--- config.mk ---
export PLATFORM = sky130hd
export DESIGN_NAME = uart_baud_select
export DESIGN_NICKNAME = d
export VERILOG_FILES = /design/src/rtl/uart_baud_select_pkg.sv /design/src/rtl/baudsel_timer.sv /design/src/rtl/baudsel_gate.sv /design/src/rtl/baudsel_div.sv /design/src/rtl/uart_baud_select.sv
export SDC_FILE = /design/constraint.sdc
export NUM_CORES = 1
export LEC_CHECK = 0
export ABC_AREA = 1
export BUFFER_PORTS_ARGS = -buffer_cell sky130_fd_sc_hd__buf_2
export CELL_PAD_IN_SITES_DETAIL_PLACEMENT = 1
export CELL_PAD_IN_SITES_GLOBAL_PLACEMENT = 2
export CORE_MARGIN = 5
export CORE_UTILIZATION = 38
export DETAILED_ROUTE_END_ITERATION = 16
export PLACE_DENSITY = 0.9
export SLEW_MARGIN = 10
export SYNTH_ARGS = -nofsm -noshare
export SYNTH_HDL_FRONTEND = slang
export SYNTH_SLANG_ARGS = --single-unit
--- constraint.sdc ---
create_clock -name clk -period 4.2 [get_ports clk]
set_clock_uncertainty 0.1 [all_clocks]
set_input_delay 0.42 -clock clk [delete_from_list [all_inputs] [get_ports clk]]
set_output_delay 0.42 -clock clk [all_outputs]
set_load 0.01 [all_outputs]
--- src/rtl/uart_baud_select_pkg.sv ---
package uart_baud_select_pkg;
   typedef enum logic [1:0] {
      SRC_NARROW = 2'b00,
      SRC_WIDE_A = 2'b01,
      SRC_WIDE_B = 2'b10,
      SRC_WIDE_C = 2'b11
   } src_sel_e;

   typedef struct packed {
      logic     half;
      src_sel_e rx_sel;
      src_sel_e tx_sel;
   } ctrl_t;

   localparam int CTRL_BITS = $bits(ctrl_t);
   localparam logic [2:0] ADDR_CTRL = 3'd4;
endpackage

--- src/rtl/baudsel_timer.sv ---
module baudsel_timer #(
   parameter int W = 8
) (
   input  logic         clk,
   input  logic         rst_n,
   input  logic         en,
   input  logic         ld_we,
   input  logic [W-1:0] ld_val,
   output logic         ovf
);
   localparam logic [W-1:0] ALL_ONES = '1;

   if (W < 2) begin : g_bad_width
      $error("baudsel_timer: W must be at least 2");
   end

   logic [W-1:0] cnt_q;
   logic [W-1:0] rld_q;

   always_ff @(posedge clk) begin
      if (!rst_n) begin
         cnt_q <= '0;
         rld_q <= '0;
         ovf   <= 1'b0;
      end else begin
         ovf <= 1'b0;
         if (ld_we) rld_q <= ld_val;
         if (en) begin
            if (cnt_q == ALL_ONES) begin
               cnt_q <= rld_q;
               ovf   <= 1'b1;
            end else begin
               cnt_q <= cnt_q + 1'b1;
            end
         end
      end
   end
endmodule

--- src/rtl/baudsel_gate.sv ---
module baudsel_gate
   import uart_baud_select_pkg::*;
#(
   parameter int N_SRC = 4
) (
   input  logic             clk,
   input  logic             rst_n,
   input  src_sel_e         src_sel,
   input  logic             half,
   input  logic [N_SRC-1:0] ovf_vec,
   output logic             pass,
   output logic             restart
);
   src_sel_e sel_q;
   logic     phase_q;
   logic     hit;
   logic     need_half;

   assign hit       = ovf_vec[src_sel];
   assign need_half = (src_sel == SRC_NARROW) && !half;
   assign restart   = (src_sel != sel_q);
   assign pass      = hit && !restart && (!need_half || phase_q);

   always_ff @(posedge clk) begin
      if (!rst_n) begin
         sel_q   <= SRC_NARROW;
         phase_q <= 1'b0;
      end else begin
         sel_q <= src_sel;
         if (restart)
            phase_q <= 1'b0;
         else if (hit && need_half)
            phase_q <= ~phase_q;
      end
   end
endmodule

--- src/rtl/baudsel_div.sv ---
module baudsel_div #(
   parameter int RATIO = 16
) (
   input  logic clk,
   input  logic rst_n,
   input  logic clr,
   input  logic step,
   output logic tick
);
   localparam int CW = (RATIO > 1) ? $clog2(RATIO) : 1;
   localparam logic [CW-1:0] LAST = CW'(RATIO - 1);

   logic [CW-1:0] cnt_q;

   always_ff @(posedge clk) begin
      if (!rst_n) begin
         cnt_q <= '0;
         tick  <= 1'b0;
      end else begin
         tick <= 1'b0;
         if (clr) begin
            cnt_q <= '0;
         end else if (step) begin
            cnt_q <= (cnt_q == LAST) ? '0 : cnt_q + 1'b1;
            if (cnt_q == LAST) tick <= 1'b1;
         end
      end
   end
endmodule

--- src/rtl/uart_baud_select.sv ---
module uart_baud_select
   import uart_baud_select_pkg::*;
#(
   parameter int NARROW_W = 8,
   parameter int WIDE_W   = 16,
   parameter int N_WIDE   = 3,
   parameter int OS_RATIO = 16
) (
   input  logic              clk,
   input  logic              rst_n,
   input  logic              narrow_en,
   input  logic [N_WIDE-1:0] wide_en,
   input  logic              cfg_we,
   input  logic [2:0]        cfg_addr,
   input  logic [WIDE_W-1:0] cfg_wdata,
   output logic              tx_tick,
   output logic              rx_tick,
   output logic              rx_os_tick
);
   localparam int N_SRC = N_WIDE + 1;

   if (N_WIDE != 3) begin : g_bad_count
      $error("uart_baud_select: two-bit selects need exactly three wide timers");
   end
   if (NARROW_W < 2 || WIDE_W <= NARROW_W || WIDE_W < CTRL_BITS) begin : g_bad_width
      $error("uart_baud_select: illegal timer widths");
   end
   if (OS_RATIO < 2 || (OS_RATIO & (OS_RATIO - 1)) != 0) begin : g_bad_ratio
      $error("uart_baud_select: OS_RATIO must be a power of two");
   end

   ctrl_t            ctrl_q;
   logic [N_SRC-1:0] ovf_vec;
   logic             tx_pass, tx_restart;
   logic             rx_pass, rx_restart;

   // control register
   always_ff @(posedge clk) begin
      if (!rst_n)
         ctrl_q <= '0;
      else if (cfg_we && cfg_addr == ADDR_CTRL)
         ctrl_q <= ctrl_t'(cfg_wdata[CTRL_BITS-1:0]);
   end

   baudsel_timer #(.W(NARROW_W)) u_narrow (
      .clk    (clk),
      .rst_n  (rst_n),
      .en     (narrow_en),
      .ld_we  (cfg_we && cfg_addr == 3'd0),
      .ld_val (cfg_wdata[NARROW_W-1:0]),
      .ovf    (ovf_vec[0])
   );

   for (genvar gi = 0; gi < N_WIDE; gi++) begin : g_wide
      baudsel_timer #(.W(WIDE_W)) u_wide (
         .clk    (clk),
         .rst_n  (rst_n),
         .en     (wide_en[gi]),
         .ld_we  (cfg_we && cfg_addr == 3'(gi + 1)),
         .ld_val (cfg_wdata),
         .ovf    (ovf_vec[gi+1])
      );
   end

   baudsel_gate #(.N_SRC(N_SRC)) u_tx_gate (
      .clk     (clk),
      .rst_n   (rst_n),
      .src_sel (ctrl_q.tx_sel),
      .half    (ctrl_q.half),
      .ovf_vec (ovf_vec),
      .pass    (tx_pass),
      .restart (tx_restart)
   );

   baudsel_div #(.RATIO(OS_RATIO)) u_tx_div (
      .clk   (clk),
      .rst_n (rst_n),
      .clr   (tx_restart),
      .step  (tx_pass),
      .tick  (tx_tick)
   );

   baudsel_gate #(.N_SRC(N_SRC)) u_rx_gate (
      .clk     (clk),
      .rst_n   (rst_n),
      .src_sel (ctrl_q.rx_sel),
      .half    (ctrl_q.half),
      .ovf_vec (ovf_vec),
      .pass    (rx_pass),
      .restart (rx_restart)
   );

   baudsel_div #(.RATIO(OS_RATIO)) u_rx_div (
      .clk   (clk),
      .rst_n (rst_n),
      .clr   (rx_restart),
      .step  (rx_pass),
      .tick  (rx_tick)
   );

   always_ff @(posedge clk) begin
      if (!rst_n) rx_os_tick <= 1'b0;
      else        rx_os_tick <= rx_pass;
   end
endmodule

==> metrics list <==
* Post-CTS setup buffer count: 0
- Number of setup violations in the final report: 0
* Utilization after layout: 43.1%
- The clock passes through at most 2 buffers.
- Chip Width: 145 um
* Number of global-route vias before repair: 6295
- Summed over all cells, the static leakage comes to 3.20 nW.
- Switching power of the nets: 0.000665 W
- Max-cap violations in this run came to 0.
* Number of antenna violations at the first check in global routing: 0
- The cell sitting at the root of the clock tree is a clkbuf_16.
- Hold-critical path depth: 3
- The die covers 21000 um^2.
* RePlAce Congestion: 0.740
* Worst Max-Slew Pin Slew: 1020 ps
- The clock period could shrink to 1970 ps.
* Count of vias placed by the detailed router: 6335
- Average wire per standard cell: 15.0 um
- Number of diodes added for antenna fixing: 0
- The path class of the tightest hold or removal check is in -> reg.
* Count of flip-flops with a built-in enable after synthesis: 0
* TritonCTS clock tree: yes
- The clock network burns 48.2% of the power.
- The floorplan step defined a core boundary enclosing 18000 um^2.
- Number of antenna-violating nets in the routed design: 0
- Via density: 5.08
- Run status: finished, final reports clean
* Kind of start point of the critical path: primary input
- The share of synthesized area in the top cell type comes to 40.0%.
* Flop and latch count out of synthesis: 138
- Reg2reg setup slack: 2270 ps
* Initial core utilization: 38.5%
* Residual overflow from global routing: 0
* Mapped cell area: 6910 um^2
- Most area-consuming cells after synthesis: dfxtp_1, nand2_1, a21oi_1, inv_1, o21ai_0
- Share of layout cells above drive strength 1: 11.2%
- Among all flip-flop cells after synthesis, the most frequent one is dfxtp_1.
* Clk sinks: 138
- Clock-pin slew was measured on the worst setup and hold paths at 60 ps.
- Gates resized during post-CTS repair numbered 0.
- Overall Global Routing Usage: 18.8%
* Nets: 1040
- Growth of design area from synthesis to finish: 12.1%
- TritonCTS created 17 clock buffers.
- Latest clock arrival within the worst-skew pair: 410 ps
* Average cell area after synthesis: 6.99 um^2
* Standard cell area after detailed placement: 7200 um^2
- Fill cells in the final layout number 2323.
* Ports: 29
- 1st-iter DRT viols: 272
* Sequential share of power: 46.3%
* Arrival time reported for the critical path endpoint: 2100 ps
- FP Rows: 49
* Die height: 145 um
* Cell type with the highest aggregate area in the netlist: dfxtp_1
- Setup total negative slack on the finished layout was measured at 0 ps.
- Logic gate share of total power: 5.5%
- The cell count after synthesis came out at 988.
- Fraction of registers with async set or reset after synthesis: 0%
* First-pass iteration count of the detailed router: 4
- Max-slew violation total from the final report: 0
- The final critical path takes up 46.8% of the cycle.
- Smallest hold slack: 211 ps
- Slew headroom: 32.1%
* Number of input and output port buffers inserted: 28
- Final hold violations: 0
- Setup repair after global routing left no endpoint under its margin.
* Largest net degree at the start of global routing: 80
- Sequential element share of the synthesized area: 40.0%
- Final Cell Area: 7740 um^2
- STA classifies the critical path endpoint as a flip-flop.
- The critical path in this run is classified as in -> reg.
- Number of hold buffers added after cts: 0
* Post-synth net total: 1020
* Count of cell types in the netlist: 47
- DP Wirelength: 13500 um
* Cell-internal power: 0.00227 W
- Worst Path Max Fanout: 32
- In this run the power density over the cells is 379 nW/um^2.
* Required time worst endpoint: 4340 ps
- The first global-routing pass estimated 31300 um of wire.
- In the routed design, unresolved DRC markers number 0.
* Worst r2r path cells: 8
* Worst vdd ir: 0.301 mV
- Wires add up to 18700 um.
- In this run the number of H-tree levels came out at 4.
- Based on the critical path, the design can be clocked at up to 509 MHz.
- Switching power share of the total: 22.6%
- Number of warnings reported in the yosys synthesis log: 0
logic make-up after synthesis:
kind of cell | share of synthesized area [%]
AND/OR/NAND/NOR | 29.7
AO/OA/AOI/OAI | 16.5
buffers and inverters | 9.76
flip-flops | 40.0
XOR/XNOR | 3.04
adder cells (fa/ha/maj) | 1.09
sequential cells by signal (all words and copies together), names as in the netlist, 2 cells and up:
signal / flops
u_rx_gate.sel_q: 2
u_narrow.rld_q: 8
g_wide.u_wide.rld_q: 48
g_wide.u_wide.cnt_q: 48
g_wide.u_wide.ovf: 3
u_rx_div.cnt_q: 4
ctrl_q: 5
u_narrow.cnt_q: 8
u_tx_div.cnt_q: 4
u_tx_gate.sel_q: 2
routing by layer:
metal	global-route usage [%]	vias up	wire length (um)
met3	3.35	15	443
li1	-	3232	-
met5	0	-	0
met4	5.11	0	206
met2	31.4	53	8920
met1	25.0	3035	9150
area by class of cell:
class | count | area, um^2 | area share, %
Timing Repair Buffer | 30 | 155 | 2.00
Sequential cell | 138 | 2760 | 35.7
Clock inverter | 2 | 35.0 | 0.452
Tap cell | 229 | 287 | 3.70
Multi-Input combinational cell | 683 | 3470 | 44.8
Clock buffer | 27 | 513 | 6.62
Inverter | 138 | 520 | 6.72
worst max-delay path, stage by stage:
cell and delay [ps]:
buf_2 100, nor2_1 260, nand3_1 770, o21ai_0 420
a21oi_1 120
power groups by stage:
stage / clock (W) / sequential [W] / combinational (W)
6_report: 0.00141 / 0.00136 / 0.000162
2_1_floorplan: 0 / 0.00138 / 0.000105
3_5_place_dp: 0 / 0.00139 / 0.000164
5_1_grt: 0.00151 / 0.00136 / 0.000184
3_3_place_gp: 0 / 0.00139 / 0.000160
4_1_cts: 0.00146 / 0.00136 / 0.000165
cell usage in the layout (no fill, tap or decap), types with 4 or more instances in the layout:
cell type / n
ha_1: 6
a21oi_1: 99
nand2_2: 12
xnor2_1: 7
nand3b_1: 4
inv_1: 123
nor2_2: 9
clkbuf_16: 17
clkbuf_1: 5
o21ai_0: 83
buf_2: 28
nand3_1: 67
nand2_1: 200
xor2_1: 17
nand4_1: 10
clkbuf_8: 5
clkinv_1: 4
o211ai_1: 5
nor3_1: 5
dfxtp_1: 138
nand3_2: 7
nor2_1: 106
inv_2: 10
nor2_4: 4
o21ai_1: 11
synth_stat cells (2+ instances only):
cell      number
buf_6          3
clkinv_1       4
nand2_2       12
xor2_1        17
a21oi_1       99
nor3_2         2
nand4_2        2
o211ai_2       2
inv_2          9
a21boi_0       2
a21oi_2        2
inv_1        124
buf_2         10
dfxtp_1      138
nand3_1       67
ha_1           6
a31oi_1        3
nor3_1         5
nor2_4         4
nor2_8         3
nor2_2         9
nand2_1      200
nand3_2        7
o211ai_1       5
nand3b_1       4
nor2_1       106
clkbuf_1      14
xnor2_1        7
nor3_4         3
o21ai_0       83
o21ai_1       11
nand4_1       10
through the flow:
stage / total power (W) / instances / worst slack (ps)
3_3_place_gp: 0.00155 / 1218 / 1950
4_1_cts: 0.00298 / 1247 / 2230
5_1_grt: 0.00306 / 1247 / 2050
2_1_floorplan: 0.00149 / 988 / 2670
6_report: 0.00293 / 1247 / 2230
3_5_place_dp: 0.00155 / 1218 / 1820
final timing paths:
path | endpoint | from
setup / recovery | g_wide[2].u_wide.rld_q[9] | cfg_addr[2]
hold / removal | g_wide[0].u_wide.rld_q[13] | cfg_wdata[13]
setup reg to reg | g_wide[1].u_wide.cnt_q[9] | g_wide[1].u_wide.cnt_q[0]
hold reg to reg | g_wide[0].u_wide.rld_q[12] | g_wide[0].u_wide.rld_q[12]
Power figures use the tool's default switching activity.
